--- config.mk ---
export PLATFORM = sky130hd
export DESIGN_NAME = edo_dram_ctrl
export DESIGN_NICKNAME = d
export VERILOG_FILES = /design/src/rtl/edo_pkg.sv /design/src/rtl/edo_refresh_timer.sv /design/src/rtl/edo_ctl_fsm.sv /design/src/rtl/edo_dram_ctrl.sv
export SDC_FILE = /design/constraint.sdc
export NUM_CORES = 1
export LEC_CHECK = 0
export ABC_CLOCK_PERIOD_IN_PS = 2500
export BUFFER_PORTS_ARGS = -buffer_cell sky130_fd_sc_hd__buf_2
export CELL_PAD_IN_SITES_DETAIL_PLACEMENT = 1
export CELL_PAD_IN_SITES_GLOBAL_PLACEMENT = 2
export CORE_UTILIZATION = 30
export CTS_BUF_LIST = sky130_fd_sc_hd__clkbuf_8
export CTS_CLUSTER_SIZE = 10
export DETAILED_ROUTE_END_ITERATION = 10
export PLACE_DENSITY = 0.76
export RECOVER_POWER = 50
export SKIP_CTS_REPAIR_TIMING = 1
export SLEW_MARGIN = 20
export SYNTH_ARGS = -nofsm -noshare
export SYNTH_HDL_FRONTEND = slang
export SYNTH_SLANG_ARGS = --single-unit
--- constraint.sdc ---
create_clock -name clk -period 2.5 [get_ports clk]
set_clock_uncertainty 0.05 [all_clocks]
set_input_delay 0 -clock clk [delete_from_list [all_inputs] [get_ports clk]]
set_output_delay 0 -clock clk [all_outputs]
set_load 0.05 [all_outputs]
--- src/rtl/edo_pkg.sv ---
`timescale 1ns/1ps
package edo_pkg;
    localparam int PIN_W  = 10;
    localparam int ADDR_W = 2 * PIN_W;
    localparam int LANE_W = 8;
    localparam int LANES  = 2;
    localparam int DATA_W = LANE_W * LANES;

    typedef enum logic [3:0] {
        ST_PWR,
        ST_IDLE,
        ST_ACT,
        ST_COL,
        ST_OPEN,
        ST_PRE,
        ST_CLOSE,
        ST_REFC,
        ST_REFR
    } ctl_state_e;
endpackage

--- src/rtl/edo_refresh_timer.sv ---
`timescale 1ns/1ps
module edo_refresh_timer #(
    parameter int REFI     = 3900,
    parameter int DEBT_MAX = 7
) (
    input  logic clk,
    input  logic rst_n,
    input  logic run_en,
    input  logic ref_ack,
    output logic ref_req
);
    localparam int TW = $clog2(REFI + 1);
    localparam int DW = $clog2(DEBT_MAX + 1);
    localparam logic [TW-1:0] L_REFI = TW'(REFI - 1);
    localparam logic [DW-1:0] L_MAX  = DW'(DEBT_MAX);

    typedef struct packed {
        logic [TW-1:0] tick_cnt;
        logic [DW-1:0] debt;
    } tmr_t;

    tmr_t q, d;
    logic tick;

    always_comb begin
        d    = q;
        tick = run_en && (q.tick_cnt == '0);
        if (!run_en || tick) d.tick_cnt = L_REFI;
        else                 d.tick_cnt = q.tick_cnt - 1'b1;
        unique case ({tick, ref_ack})
            2'b10:   if (q.debt != L_MAX) d.debt = q.debt + 1'b1;
            2'b01:   d.debt = q.debt - 1'b1;
            default: d.debt = q.debt;
        endcase
    end

    always_ff @(posedge clk or negedge rst_n) begin
        if (!rst_n) begin
            q.tick_cnt <= L_REFI;
            q.debt     <= '0;
        end else begin
            q <= d;
        end
    end

    assign ref_req = (q.debt != '0);


    ack_needs_pending_chk: assert property (@(posedge clk) disable iff (!rst_n)
        ref_ack |-> ref_req);

    no_overflow_chk: assert property (@(posedge clk) disable iff (!rst_n)
        ($past(q.debt) == L_MAX && !$past(ref_ack)) |-> (q.debt == L_MAX));
endmodule

--- src/rtl/edo_ctl_fsm.sv ---
`timescale 1ns/1ps
module edo_ctl_fsm
    import edo_pkg::*;
#(
    parameter int INIT_WAIT = 50000,
    parameter int INIT_REFS = 8,
    parameter int T_RCD     = 3,
    parameter int T_CAS     = 3,
    parameter int T_CP      = 2,
    parameter int T_RP      = 12,
    parameter int T_CSR     = 2,
    parameter int T_RFC     = 12,
    parameter int T_RAS_MAX = 2500
) (
    input  logic              clk,
    input  logic              rst_n,
    input  logic              req_valid,
    input  logic              req_write,
    input  logic [ADDR_W-1:0] req_addr,
    input  logic [DATA_W-1:0] req_wdata,
    input  logic [LANES-1:0]  req_be,
    output logic              req_ready,
    input  logic              ref_req,
    output logic              ref_ack,
    output logic              run_en,
    output logic              rd_valid,
    output logic [DATA_W-1:0] rd_data,
    output logic              ras_n,
    output logic [LANES-1:0]  cas_n,
    output logic              we_n,
    output logic              oe_n,
    output logic [PIN_W-1:0]  addr,
    output logic [DATA_W-1:0] dq_out,
    output logic              dq_oe,
    input  logic [DATA_W-1:0] dq_in
);
    localparam int CW = $clog2(INIT_WAIT + 1) + 1;
    localparam int RW = $clog2(T_RAS_MAX + 1) + 1;
    localparam int IW = $clog2(INIT_REFS + 1) + 1;
    localparam logic [CW-1:0] L_WAIT = CW'(INIT_WAIT - 1);
    localparam logic [CW-1:0] L_RCD  = CW'(T_RCD - 1);
    localparam logic [CW-1:0] L_CAS  = CW'(T_CAS - 1);
    localparam logic [CW-1:0] L_CP   = CW'(T_CP - 1);
    localparam logic [CW-1:0] L_RP   = CW'(T_RP - 1);
    localparam logic [CW-1:0] L_CSR  = CW'(T_CSR - 1);
    localparam logic [CW-1:0] L_RFC  = CW'(T_RFC - 1);
    localparam logic [RW-1:0] L_RMAX = RW'(T_RAS_MAX);

    typedef struct packed {
        ctl_state_e        state;
        logic [CW-1:0]     cnt;
        logic [RW-1:0]     ras_cnt;
        logic [IW-1:0]     init_left;
        logic              init_done;
        logic [PIN_W-1:0]  row;
        logic [PIN_W-1:0]  col;
        logic              wr;
        logic [LANES-1:0]  be;
        logic              cap;
        logic              ras_n;
        logic [LANES-1:0]  cas_n;
        logic              we_n;
        logic              oe_n;
        logic [PIN_W-1:0]  addr;
        logic [DATA_W-1:0] dq_out;
        logic              dq_oe;
        logic              rd_valid;
        logic [DATA_W-1:0] rd_data;
    } ctl_t;

    ctl_t q, d;
    logic hit, ras_exp, accept, in_row, cnt_zero;

    always_comb begin
        d          = q;
        d.rd_valid = 1'b0;
        ref_ack    = 1'b0;
        hit        = (req_addr[ADDR_W-1 -: PIN_W] == q.row);
        ras_exp    = (q.ras_cnt >= L_RMAX);
        cnt_zero   = (q.cnt == '0);
        in_row     = (q.state == ST_ACT) || (q.state == ST_PRE) ||
                     (q.state == ST_COL) || (q.state == ST_OPEN);
        unique case (q.state)
            ST_IDLE: req_ready = q.init_done && !ref_req;
            ST_OPEN: req_ready = !ref_req && !ras_exp && hit;
            default: req_ready = 1'b0;
        endcase
        accept = req_valid && req_ready;

        if (in_row && !ras_exp) d.ras_cnt = q.ras_cnt + 1'b1;
        if (!cnt_zero)          d.cnt     = q.cnt - 1'b1;

        if (accept) begin
            d.row    = req_addr[ADDR_W-1 -: PIN_W];
            d.col    = req_addr[PIN_W-1:0];
            d.wr     = req_write;
            d.be     = req_be;
            d.we_n   = !req_write;
            d.oe_n   = req_write;
            d.dq_oe  = req_write;
            d.dq_out = req_wdata;
        end

        unique case (q.state)
            ST_PWR: begin
                if (cnt_zero) d.state = ST_IDLE;
            end
            ST_IDLE: begin
                if (!q.init_done) begin
                    if (q.init_left == '0) begin
                        d.init_done = 1'b1;
                    end else begin
                        d.init_left = q.init_left - 1'b1;
                        d.state     = ST_REFC;
                    end
                end else if (ref_req) begin
                    ref_ack = 1'b1;
                    d.state = ST_REFC;
                end else if (accept) begin
                    d.state   = ST_ACT;
                    d.ras_n   = 1'b0;
                    d.addr    = req_addr[ADDR_W-1 -: PIN_W];
                    d.cnt     = L_RCD;
                    d.ras_cnt = '0;
                end
                if (d.state == ST_REFC) begin
                    d.cas_n = '0;
                    d.we_n  = 1'b1;
                    d.oe_n  = 1'b1;
                    d.dq_oe = 1'b0;
                    d.addr  = '0;
                    d.cnt   = L_CSR;
                end
            end
            ST_ACT, ST_PRE: begin
                if (cnt_zero) begin
                    d.state = ST_COL;
                    d.cas_n = ~q.be;
                    d.addr  = q.col;
                    d.cnt   = L_CAS;
                end
            end
            ST_COL: begin
                if (cnt_zero) begin
                    d.state = ST_OPEN;
                    d.cas_n = '1;
                    d.cap   = !q.wr;
                    if (q.wr) begin
                        d.we_n  = 1'b1;
                        d.dq_oe = 1'b0;
                    end
                end
            end
            ST_OPEN: begin
                if (q.cap) begin
                    d.cap      = 1'b0;
                    d.rd_valid = 1'b1;
                    for (int l = 0; l < LANES; l++) begin
                        d.rd_data[l*LANE_W +: LANE_W] =
                            q.be[l] ? dq_in[l*LANE_W +: LANE_W] : '0;
                    end
                end
                if (accept) begin
                    d.state = ST_PRE;
                    d.cnt   = L_CP;
                end else if (ref_req || ras_exp || (req_valid && !hit)) begin
                    d.state = ST_CLOSE;
                end
            end
            ST_REFC: begin
                if (cnt_zero) begin
                    d.state = ST_REFR;
                    d.ras_n = 1'b0;
                    d.cnt   = L_RFC;
                end
            end
            ST_REFR: begin
                if (cnt_zero) d.state = ST_CLOSE;
            end
            ST_CLOSE: begin
                if (cnt_zero) d.state = ST_IDLE;
            end
            default: d.state = ST_IDLE;
        endcase

        if (d.state == ST_CLOSE && q.state != ST_CLOSE) begin
            d.ras_n = 1'b1;
            d.cas_n = '1;
            d.we_n  = 1'b1;
            d.oe_n  = 1'b1;
            d.dq_oe = 1'b0;
            d.cnt   = L_RP;
        end
    end

    always_ff @(posedge clk or negedge rst_n) begin
        if (!rst_n) begin
            q           <= '0;
            q.state     <= ST_PWR;
            q.cnt       <= L_WAIT;
            q.init_left <= IW'(INIT_REFS);
            q.ras_n     <= 1'b1;
            q.cas_n     <= '1;
            q.we_n      <= 1'b1;
            q.oe_n      <= 1'b1;
        end else begin
            q <= d;
        end
    end

    assign run_en   = q.init_done;
    assign rd_valid = q.rd_valid;
    assign rd_data  = q.rd_data;
    assign ras_n    = q.ras_n;
    assign cas_n    = q.cas_n;
    assign we_n     = q.we_n;
    assign oe_n     = q.oe_n;
    assign addr     = q.addr;
    assign dq_out   = q.dq_out;
    assign dq_oe    = q.dq_oe;


    no_bus_fight_chk: assert property (@(posedge clk) disable iff (!rst_n)
        !(q.dq_oe && !q.oe_n));

    we_stable_chk: assert property (@(posedge clk) disable iff (!rst_n)
        ((q.cas_n != '1) && ($past(q.cas_n) != '1)) |-> $stable(q.we_n));

    no_ready_init_chk: assert property (@(posedge clk) disable iff (!rst_n)
        !q.init_done |-> !req_ready);

    cbr_order_chk: assert property (@(posedge clk) disable iff (!rst_n)
        ($fell(q.ras_n) && (q.cas_n == '0)) |-> (($past(q.cas_n) == '0) && q.we_n));

    rd_pulse_chk: assert property (@(posedge clk) disable iff (!rst_n)
        q.rd_valid |=> !q.rd_valid);
endmodule

--- src/rtl/edo_dram_ctrl.sv ---
`timescale 1ns/1ps
module edo_dram_ctrl
    import edo_pkg::*;
#(
    parameter int INIT_WAIT = 50000,
    parameter int INIT_REFS = 8,
    parameter int REFI      = 3900,
    parameter int DEBT_MAX  = 7,
    parameter int T_RCD     = 3,
    parameter int T_CAS     = 3,
    parameter int T_CP      = 2,
    parameter int T_RP      = 12,
    parameter int T_CSR     = 2,
    parameter int T_RFC     = 12,
    parameter int T_RAS_MAX = 2500
) (
    input  logic        clk,
    input  logic        rst_n,
    input  logic        req_valid,
    output logic        req_ready,
    input  logic        req_write,
    input  logic [19:0] req_addr,
    input  logic [15:0] req_wdata,
    input  logic [1:0]  req_be,
    output logic        rd_valid,
    output logic [15:0] rd_data,
    output logic        dram_ras_n,
    output logic        dram_lcas_n,
    output logic        dram_ucas_n,
    output logic        dram_we_n,
    output logic        dram_oe_n,
    output logic [9:0]  dram_addr,
    output logic [15:0] dram_dq_out,
    output logic        dram_dq_oe,
    input  logic [15:0] dram_dq_in
);
    logic             ref_req, ref_ack, run_en;
    logic [LANES-1:0] cas_n;

    edo_refresh_timer #(
        .REFI     (REFI),
        .DEBT_MAX (DEBT_MAX)
    ) u_tmr (
        .clk     (clk),
        .rst_n   (rst_n),
        .run_en  (run_en),
        .ref_ack (ref_ack),
        .ref_req (ref_req)
    );

    edo_ctl_fsm #(
        .INIT_WAIT (INIT_WAIT),
        .INIT_REFS (INIT_REFS),
        .T_RCD     (T_RCD),
        .T_CAS     (T_CAS),
        .T_CP      (T_CP),
        .T_RP      (T_RP),
        .T_CSR     (T_CSR),
        .T_RFC     (T_RFC),
        .T_RAS_MAX (T_RAS_MAX)
    ) u_fsm (
        .clk       (clk),
        .rst_n     (rst_n),
        .req_valid (req_valid),
        .req_write (req_write),
        .req_addr  (req_addr),
        .req_wdata (req_wdata),
        .req_be    (req_be),
        .req_ready (req_ready),
        .ref_req   (ref_req),
        .ref_ack   (ref_ack),
        .run_en    (run_en),
        .rd_valid  (rd_valid),
        .rd_data   (rd_data),
        .ras_n     (dram_ras_n),
        .cas_n     (cas_n),
        .we_n      (dram_we_n),
        .oe_n      (dram_oe_n),
        .addr      (dram_addr),
        .dq_out    (dram_dq_out),
        .dq_oe     (dram_dq_oe),
        .dq_in     (dram_dq_in)
    );

    assign dram_lcas_n = cas_n[0];
    assign dram_ucas_n = cas_n[1];
endmodule

== Yosys cells after proc, flatten, opt, wreduce, memory -nomap -nowiden ==
Index checks and enable logic that the tools add are counted.

* Register bits: 128
* Bits of input ports: 58
* Output and inout port bits: 50
* Word-level logic and storage cells: 161

* Add/subtract/negate cells: 6
* Order comparisons: 1
* Equal/unequal tests: 28
* Muxes and demuxes: 63
* Bitwise gates (word level): 3
* Reductions and logical operators: 39

{| class="wikitable"
|+ Operators with widths
! kind !! number
|-
| $mux 17 || 6
|-
| $pmux 17 s4 || 1
|-
| $mux 30 || 2
|-
| $mux 21 || 2
|-
| $mux 10 || 4
|-
| $mux 4 || 9
|-
| $mux 34 || 1
|-
| $pmux 4 s7 || 1
|-
| $eq 4x3->1 const B || 6
|-
| $ne 3x1->1 const B || 7
|-
| $pmux 10 s2 || 1
|-
| $mux 19 || 1
|-
| $logic_not 17->1 || 1
|-
| $sub 17x1->17 const B || 1
|-
| $mux 1 || 16
|-
| $mux 8 || 2
|-
| $mux 14 || 1
|-
| $add 13x1->13 const B || 1
|-
| $ge 13x12->1 const B || 1
|-
| $mux 13 || 1
|-
| $logic_not 12->1 || 1
|-
| $mux 12 || 1
|-
| $sub 12x1->12 const B || 1
|-
| $eq 10x10->1 || 1
|-
| other kinds (34) || 71
|}

== Logic depth before layout (Yosys ltp) ==
Gate-level depths: netlist of the first run.

* Depth after elaboration: 15
* Gate-level depth with buffers: 12

== Hierarchy ==
Synthesis of the first run repeated with hierarchy kept, for this count alone.

* Cell total of the unflattened synthesis: 653
* Area, all modules: 6751.5 um^2

{| class="wikitable"
|+ Modules (own cells, without submodules)
! module !! times used !! cells each !! area an instance (um^2) !! seq. area each (um^2)
|-
| edo_ctl_fsm || 1 || 563 || 5829.3 || 2846.5
|-
| edo_refresh_timer || 1 || 90 || 922.1 || 386.6
|}

== Worst setup path before layout of the first run ==
OpenSTA, ideal clock, no wires.

* Path kind: register -> register
* Start: register u_fsm.q[92] (netlist name)
* End: register u_fsm.q[92] (netlist name)
* Arrival time: 2486 ps
* Path slack: -130 ps
* Cell stages (with the launch flop): 12
* Clock period less this slack: 2630 ps
* Path through: dfstp_2 > inv_1 > ha_1 > nor4b_2 > nand3_2 > nor2_4 > buf_6 > inv_2 > clkbuf_1 > ha_1 > o221ai_1 > or4b_1

{| class="wikitable"
|+ RTL lines
! element !! line !! source
|-
| start, declared || edo_ctl_fsm.sv:71 || <nowiki>ctl_t q, d;</nowiki>
|}

==> results of run 1 <==
-- worst min-delay path: cells and delay by family --
family                 cells  cell delay (ns)
AND/OR/NAND/NOR            1             0.11
buffers and inverters      2             0.25
AO/OA/AOI/OAI              1             0.18
-- cells by family after synthesis --
family / Yosys count / synth area share
simple gates: 343 / 0.2354
fa+ha+maj: 9 / 0.01842
compound gates: 105 / 0.1023
xor+xnor: 42 / 0.05641
mux: 6 / 0.009593
flops: 128 / 0.4958
buf+inv: 92 / 0.08212
-- worst max-delay path by stage --
| stage | endpoint | depth (start not counted) |
|---|---|---|
| after floorplan | u_tmr.q[2] | 10 |
| after global placement | u_fsm.q[104] | 9 |
| final | u_fsm.q[105] | 8 |
| after detailed placement | u_fsm.q[104] | 11 |
| after global routing | u_fsm.q[105] | 8 |
| after CTS | req_ready | 8 |
-- layer usage --
layer  global-route usage  share of wire  vias up
met4              0.05867          0.014        0
met5                    0              0        -
met1               0.2157           0.46     2739
met2               0.2637           0.49      103
li1                     -              -     2746
met3              0.04329          0.040       26
-- synth_stat cells, types with 3 or more instances --
cell      number  share of area
a211oi_1       4         0.0046
a21o_1         4         0.0046
a21oi_1       18          0.014
a22oi_1       11          0.013
and2_1         5         0.0048
and3_1         4         0.0038
buf_2          5         0.0038
buf_4         43          0.050
buf_6          3         0.0052
clkbuf_1      19          0.011
dfrtp_1      104           0.40
dfstp_2       24          0.097
ha_1           8          0.015
inv_1         19          0.011
mux2i_1        4         0.0061
nand2_1      201           0.12
nand2b_1       3         0.0029
nand3_1       16          0.012
nand4_1        4         0.0038
nor2_1        46          0.026
nor2b_1        5         0.0048
nor3_1        26          0.020
nor4_1         5         0.0048
o21ai_0       43          0.033
or3_1         11          0.011
xnor2_1       17          0.023
xor2_1        25          0.034
-- cells in the final DEF, fill, tap and decap left out, drive strengths merged, types with 24 or more instances in the layout --
cell / instances
xor2: 25
clkbuf: 34
nor3: 27
o21ai: 43
nor2: 47
nand2: 201
buf: 167
dfstp: 24
dlygate4sd3: 57
dfrtp: 104
-- layout make-up --
cell class	count	area (µm²)
inverters	20	75.07
flip-flops and latches	128	3233
diodes	2	5.005
multi-input cells	505	2865
fillers	2488	12550
well taps	275	344.1
clock buffers	17	234.0
repair buffers	241	1675
clock inverters	14	168.9
-- where the power goes --
group / total, mW / internal, mW / switching (mW)
sequential: 3.25 / 2.76 / 0.497
combinational: 3.50 / 1.27 / 2.23
clock: 1.85 / 0.978 / 0.877
total: 8.61 / 5.00 / 3.61
-- state kept, by name (all words and copies together) (netlist names) --
register        flops
u_fsm.we_n          1
u_fsm.addr         10
u_fsm.q            63
u_fsm.oe_n          1
u_fsm.cas_n         2
u_fsm.rd_valid      1
u_tmr.q            15
u_fsm.run_en        1
u_fsm.ras_n         1
u_fsm.dq_oe         1
u_fsm.dq_out       16
u_fsm.rd_data      16
==> impl_metrics.toml, run 1 <==
[detailed_routing]
drc_errors = 0
wl_um = 18580
ant_nets = 0
vias_per_cell = 4.671
vias = 5614
dr.pass1.iters = 4
first_iter_violations = 228
avgRoutedWirePerCell_um = 15.46

[critical_path]
slowest_stage = "or4_4"
cp_top_family = "simple AND/OR/NAND/NOR gates"
start_kind = "register"
critical_path.cell_chain = "or4_4 -> or2_4 -> nor2_4 -> nand3_2 -> a311o_1 -> nor3_4 -> buf_6 -> nor3_1"
cpPeakStageDelay_ns = 0.53
path_buf_inv = 1
criticalPathCategory = "register to register"
r2r-end = "u_fsm.q[105]"
arrival_ns = 2.86
required_ns = 2.78
ff2ff_setup_slack_ns = -0.07
endpoint_kind = "register"
rr_startpoint = "u_fsm.q[107]"
reg2regPathDepth = 8
cp-startpoint = "u_fsm.q[107]"
cp_max_fo = 10

[timing]
relSlewSlack = -0.1588
hold_viol = 0
slew_violations = 33
hold_slack_ns = 0.07625
fin_crit_sh = 1.029
rsz0062_at_grt = "true"
tns_ns = -1.062
layout_min_cycle_time_ns = 2.572
finalSetupViolations = 22
worst_pin_slew_ns = 1.738
setup_ws_ns = -0.07226
fmax_mhz = 388.8

[cells_and_area]
finalNonFillerCells = 1202
layout-drive-gt1-share = 0.2789
utilization = 0.4066
syn2layout_area_growth_pct = 31.89
design_area_um2 = 8601
final_net_count = 980

[synth]
ys.flop_type = "dfrtp_1"
syn-mean-instance-area_um2 = 8.995
synth_fp_nets = 792
syn_area_um2 = 6521
yosysWarnings = 0
netlist_instances = 725
yosysSeqAreaShare = 0.4958
synth_seq_cells = 128
synth_edf_count = 0
synth.distinct_cells = 64
async_flop_share = 1.000

[global_routing]
antenna_found_initial = 0
grt_pass1_wl_um = 28740
grt_pass1_vias = 5670
grt_start_max_net_pins = 49
grt_use_total = 0.1656
grt_remaining_overflow = 0

[floorplan]
core_area_um2 = 21150
dieWidth_um = 149.4
die-height_um = 149.4
std_cell_rows = 53
start_util = 0.3083
die_area_um2 = 22330
io_pins = 108

[cts]
clock_latency_ns = 0.45
numCtsBuffers = 17
clkTransAtPathRegs_ns = 0.08
clk_path_buf_depth = 2
cts_tree = "built"
cts-root-buf = "clkbuf_8"
h-tree-depth = 4
clkSinkCount = 128

[power]
p_per_area_nw_per_um2 = 1001
leakagePower_nw = 4.086
power_mw = 8.611
vdd_drop_max_mv = 0.5369

[placed_design]
place_hpwl_um = 12820
port_buffers = 107
gp_congestion = 0.8192
dpl_cell_area_um2 = 7532
pre_cts_ws_ns = -0.07045
placed_cells = 1109

[run_status]
violations = "capacitance limit, slew limit, setup timing"
status = "finished, violations left"

[hold_path]
hp-class = "input port to register"
min_to = "u_fsm.q[110]"
hold_depth = 4
min-delay-start = "req_valid"

[flow_run]
maxCapViolations = 1
Note: power is estimated with default switching activity, not from simulation.
==> run 2, diff against run 1 <==
--- a/config.mk
+++ b/config.mk
@@ -5,15 +5,16 @@
 export SDC_FILE = /design/constraint.sdc
 export NUM_CORES = 1
 export LEC_CHECK = 0
-export ABC_CLOCK_PERIOD_IN_PS = 2500
+export ABC_CLOCK_PERIOD_IN_PS = 2900
 export BUFFER_PORTS_ARGS = -buffer_cell sky130_fd_sc_hd__buf_2
+export CAP_MARGIN = 15
 export CELL_PAD_IN_SITES_DETAIL_PLACEMENT = 1
 export CELL_PAD_IN_SITES_GLOBAL_PLACEMENT = 2
 export CORE_UTILIZATION = 30
 export CTS_BUF_LIST = sky130_fd_sc_hd__clkbuf_8
 export CTS_CLUSTER_SIZE = 10
 export DETAILED_ROUTE_END_ITERATION = 10
-export PLACE_DENSITY = 0.76
+export PLACE_DENSITY = 0.73
 export RECOVER_POWER = 50
 export SKIP_CTS_REPAIR_TIMING = 1
 export SLEW_MARGIN = 20
==> constraint.sdc (replaced) <==
create_clock -name clk -period 2.9 [get_ports clk]
set_clock_uncertainty 0.05 [all_clocks]
set_input_delay 0 -clock clk [delete_from_list [all_inputs] [get_ports clk]]
set_output_delay 0 -clock clk [all_outputs]
set_load 0.05 [all_outputs]
==> run 2 against run 1 <==
Effect of this change: the flow finishes with violations (capacitance limit, slew limit); sequential power decreased by 13%; core utilization is 2.1 points lower; first-iteration DRC count decreased by 16%; die area is the same; sequential share of layout area grew 2.0 points; worst hold slack got worse by 0.030 ns.
==> impl_metrics.toml, run 2 (synthesis gave the netlist of run 1 again) <==
[power]
leakagePower_nw = 3.798
p_comb_frac = 0.378
vdd_drop_max_mv = 0.4218
cell_internal_pwr_mw = 4.208
clkPwrFrac = 0.236
p_per_area_nw_per_um2 = 897.1
switching_share = 0.4252
p_sw_mw = 3.112
seq_power_share = 0.386

[cells_and_area]
diodes = 0
final_common_cell = "nand2_1"
layout-drive-gt1-share = 0.1923
fillers = 2495
finalNonFillerCells = 1154
largest_reg_flops = 63
final_cell_mix = "nand2_1 (200), dfrtp_1 (104), buf_2 (62)"
top_register = "u_fsm.q"
syn2layout_area_growth_pct = 25.12
final_net_count = 933

[critical_path]
required_ns = 3.22
arrival_ns = 3.03
criticalPathCategory = "register to register"
slowest_stage = "nor2_1"
cpPeakStageDelay_ns = 0.71
cp_max_fo = 10
start_kind = "register"
critical_path.cell_chain = "inv_1 -> ha_1 -> nor4b_2 -> a21boi_1 -> buf_4 -> nor2_1 -> a22oi_1 -> o21ai_0"
endpoint_kind = "register"

[flow_run]
maxCapViolations = 1

[timing]
relSlewSlack = -0.1145
tns_ns = 0
worst_pin_slew_ns = 1.672
layout_min_cycle_time_ns = 2.712
fin_crit_sh = 0.9352
hold_viol = 0
fmax_mhz = 368.7
rsz0062_at_grt = "false"
slew_violations = 64
hold_slack_ns = 0.04584
finalSetupViolations = 0

[detailed_routing]
wl_um = 18630
first_iter_violations = 191
vias = 5490
avgRoutedWirePerCell_um = 16.14
dr.pass1.iters = 4
ant_nets = 0
vias_per_cell = 4.757
drc_errors = 0

[floorplan]
die_area_um2 = 22330
core_area_um2 = 21150
std_cell_rows = 53
io_pins = 108
dieWidth_um = 149.4
die-height_um = 149.4
start_util = 0.3083

[global_routing]
antenna_found_initial = 0
busiest_layer = "met2"
grt_remaining_overflow = 0
grt_pass1_wl_um = 29530
grt_pass1_vias = 5667
gr-usage-met1 = 0.2170
grt_start_max_net_pins = 64
grtUsageMet2 = 0.2833
met3_usage = 0.03841
grt_use_total = 0.1702

[run_status]
violations = "capacitance limit, slew limit"
status = "finished, violations left"

[placed_design]
placed_cells = 1065
gp_congestion = 0.8621
port_buffers = 107
place_hpwl_um = 13070

[cts]
clk_path_buf_depth = 2
clkTransAtPathRegs_ns = 0.08
numCtsBuffers = 17
h-tree-depth = 4
cts-root-buf = "clkbuf_8"
cts_tree = "built"
clkSinkCount = 128
clock_latency_ns = 0.46

[hold_path]
hp-class = "input port to register"
## run 2: worst paths after layout
| kind | startpoint | end | slack (ns) | cells past startpoint |
|---|---|---|---|---|
| min in group asynchronous | rst_n | u_fsm.q[99] | 0.46 | 2 |
| worst min register to register | u_tmr.q[3] | u_tmr.q[3] | 0.41 | 1 |
| worst max register to register | u_fsm.q[74] | u_fsm.addr[0] | 0.19 | 8 |
| worst min-delay path | req_valid | u_fsm.q[110] | 0.05 | 4 |
| max in group asynchronous | rst_n | u_fsm.dq_out[0] | 0.77 | 3 |
| worst max-delay path | u_fsm.q[74] | u_fsm.addr[0] | 0.19 | 8 |
## run 2: per-layer routing
metal,up-vias,share of wire
met5,-,0
met4,0,0.015
met3,20,0.043
met2,119,0.49
met1,2703,0.45
li1,2648,-
## run 2: worst max-delay path, delay by kind of cell (launching register included)
family / cells / cell delay, ns
buf+inv: 2 / 0.32
fa+ha+maj: 1 / 0.16
flops: 1 / 0.38
simple gates: 2 / 1.06
compound gates: 3 / 0.67
## run 2: power by group through the flow
stage / Clock [mW] / Combinational, mW / Sequential, mW
after global routing: 1.85 / 3.04 / 2.91
after detailed placement: 0 / 2.76 / 2.84
after CTS: 1.79 / 2.77 / 2.82
final: 1.73 / 2.77 / 2.82
after floorplan: 0 / 2.20 / 2.80
after global placement: 0 / 2.68 / 2.81
## run 2: final cells by class
cell class                      instances  area [µm²]  share of cell area
Multi-Input combinational cell        505        2795              0.3426
Timing Repair Buffer                  194        1274              0.1561
Inverter                               20       75.07            0.009201
Tap cell                              275       344.1             0.04217
Sequential cell                       128        3233              0.3963
Clock buffer                           17       234.0             0.02868
Clock inverter                         15       203.9             0.02500
## run 2: per-stage QoR
step	setup WS [ns]	power, mW	cell area [µm²]	util
floorplan	0.2700	5.000	6521	-
global placement	0.2299	5.486	7202	0.3405
detailed placement	0.1810	5.602	7202	0.3405
CTS	0.1458	7.381	7640	0.3612
global route	0.007661	7.800	8159	0.3857
finish	0.1878	7.320	8159	0.3857
==> run 3, diff against run 2 <==
--- a/config.mk
+++ b/config.mk
@@ -14,10 +14,12 @@
 export CTS_BUF_LIST = sky130_fd_sc_hd__clkbuf_8
 export CTS_CLUSTER_SIZE = 10
 export DETAILED_ROUTE_END_ITERATION = 10
-export PLACE_DENSITY = 0.73
+export PLACE_DENSITY = 0.7
 export RECOVER_POWER = 50
+export REMOVE_ABC_BUFFERS = 1
 export SKIP_CTS_REPAIR_TIMING = 1
 export SLEW_MARGIN = 20
 export SYNTH_ARGS = -nofsm -noshare
 export SYNTH_HDL_FRONTEND = slang
+export SYNTH_HIERARCHICAL = 1
 export SYNTH_SLANG_ARGS = --single-unit
==> run 3 against run 2 <==
Effect of this change: the flow finishes with violations (DRC, capacitance limit, slew limit, setup timing); count of clock-buffer cells in the layout unchanged; cell count down 3.8%; largest cell class unchanged; critical path depth up 1; worst hold slack improved by 0.22 ns; core utilization is 0.88 points higher; clock power shrank 6%; sequential cell count is the same; largest power group unchanged; synthesized cell count is 9.9% lower; critical endpoint is now u_fsm/we_n; sequential share of layout area down 2.3 points; highest routed layer unchanged.
==> impl_metrics.toml, run 3 <==
[run_status]
status = "finished, violations left"
violations = "DRC, capacitance limit, slew limit, setup timing"

[synth]
syn_area_um2 = 6751
async_flop_share = 1.000
synth_area_leaders = "dfrtp_1 (39%), dfstp_2 (9.3%), mux2_2 (6.3%)"
ys.flop_type = "dfrtp_1"
yosysMostFrequentCell = "dfrtp_1"
yosysWarnings = 6
netlist_instances = 653
yosys.area.top_type = "dfrtp_1"
synth_edf_count = 0
yosys-top-cells-count = "dfrtp_1 (104), nand2_1 (77), nor2_1 (48), o21ai_0 (46), buf_4 (44)"
yosysSeqAreaShare = 0.4789
synth_seq_cells = 128
synth.distinct_cells = 71
syn-mean-instance-area_um2 = 10.34
synth_top_area_frac = 0.3855

[global_routing]
grt_start_max_net_pins = 62
grt_use_total = 0.1530
antenna_found_initial = 0
grt_pass1_vias = 5618
grt_pass1_wl_um = 28410
grt_remaining_overflow = 0

[timing]
layout_min_cycle_time_ns = 3.063
setup_ws_ns = -0.1631
tns_ns = -1.617
finalSetupViolations = 19
fin_crit_sh = 1.056
hold_viol = 0
slew_violations = 35
rsz0062_at_grt = "true"
fmax_mhz = 326.5
relSlewSlack = -0.2639
worst_pin_slew_ns = 1.896
hold_slack_ns = 0.2645

[floorplan]
dieWidth_um = 152.0
die-height_um = 152.0
std_cell_rows = 54
core_area_um2 = 21960
io_pins = 108
die_area_um2 = 23110
start_util = 0.3075

[detailed_routing]
met3RoutedLength_um = 505
wl_um = 17440
vias_per_cell = 4.756
drc_errors = 2
wl_met2_um = 9306
top_layer = "met4"
vias = 5279
ant_nets = 0
avgRoutedWirePerCell_um = 15.71
wl_met1_um = 7379
dr.pass1.iters = 7
first_iter_violations = 174

[critical_path]
cp_max_fo = 11
slowest_stage = "or4_4"
ff2ff_setup_slack_ns = -0.16
cpPeakStageDelay_ns = 0.53
criticalPathCategory = "register to register"
critical_path.cell_chain = "or4_4 -> or4_4 -> or3_4 -> buf_6 -> o211a_4 -> o211ai_4 -> nor3_4 -> buf_12 -> or3b_1"
start_kind = "register"
crit_top_cell = "or4_4"
endpoint_kind = "register"
arrival_ns = 3.39
required_ns = 3.22

[cells_and_area]
finalNonFillerCells = 1110
syn2layout_area_growth_pct = 28.30
layout-drive-gt1-share = 0.3482
fillers = 2478
final_net_count = 884
diodes = 0
utilization = 0.3945
largest_reg_flops = 63
final_cell_mix = "dfrtp_1 (104), buf_2 (92), nand2_1 (77)"
final_common_cell = "dfrtp_1"
top_register = "u_fsm/q"

[hold_path]
hp-class = "input port to register"

[flow_run]
maxCapViolations = 1

[cts]
cts-root-buf = "clkbuf_8"
clkSinkCount = 128
clock_latency_ns = 0.45
cts_tree = "built"
h-tree-depth = 4
clk_path_buf_depth = 2
clkTransAtPathRegs_ns = 0.09
numCtsBuffers = 17

[placed_design]
port_buffers = 107
placed_cells = 1015
place_hpwl_um = 12370
gp_congestion = 0.8420

[power]
p_per_area_nw_per_um2 = 412.3
power_mw = 3.572
vdd_drop_max_mv = 0.2513
leakagePower_nw = 3.918
## run 3: cell count changes after synthesis, moves of 8 or more
cell,previous run,this run
nor3_1,26,12
nand2_1,201,77
mux2_2,2,38
xnor2_1,17,28
a21oi_1,18,6
xor2_1,25,17
nor3_2,0,12
## run 3: through the flow
stage	area [µm²]	worst slack, ns
3_5_place_dp	7589	-0.2561
5_1_grt	8662	-0.2399
2_1_floorplan	6257	-1.071
4_1_cts	8006	-0.2656
6_report	8662	-0.1631
3_3_place_gp	7589	-0.2220
## run 3: worst paths after layout
| kind | cells after the start | end | from |
|---|---|---|---|
| min | 3 | u_fsm/dq_out[11] | req_wdata[11] |
| min reg2reg | 1 | u_tmr/q[3] | u_tmr/q[3] |
| max in group asynchronous | 3 | u_fsm/q[69] | rst_n |
| max | 9 | u_fsm/we_n | u_fsm/q[101] |
| max reg2reg | 9 | u_fsm/we_n | u_fsm/q[101] |
| min in group asynchronous | 2 | u_fsm/rd_data[12] | rst_n |
## run 3: cell type report
class	count	area, µm²	share of cell area
multi-input cells	431	3030	0.3498
well taps	280	350.3	0.04044
flip-flops and latches	128	3233	0.3732
repair buffers	218	1551	0.1791
inverters	21	78.83	0.009100
clock buffers	17	234.0	0.02701
clock inverters	15	183.9	0.02123
## run 3: critical path, delay by kind of cell, from the launching register on
| kind | cells | cell delay [ns] |
|---|---|---|
| buf+inv | 2 | 0.28 |
| compound gates | 2 | 0.42 |
| flops | 1 | 0.39 |
| simple gates | 5 | 1.85 |
## run 3: power breakdown
group | leakage, nW | switching, mW | internal, mW | total [mW]
clock | 0.215 | 0.826 | 0.808 | 1.63
combinational | 2.18 | 0.0668 | 0.0860 | 0.153
sequential | 1.52 | 0 | 1.78 | 1.78
total | 3.92 | 0.893 | 2.68 | 3.57
## run 3: cells by family after synthesis
| logic type | synth area share |
|---|---|
| mux | 0.07228 |
| compound gates | 0.1067 |
| fa+ha+maj | 0.01779 |
| flops | 0.4789 |
| simple gates | 0.1811 |
| xor+xnor | 0.05838 |
| buf+inv | 0.08488 |
## run 3: routing by layer
layer,vias up,track usage
met5,-,0
met4,0,0.04859
met3,21,0.03622
met2,74,0.2787
met1,2644,0.1762
li1,2540,-
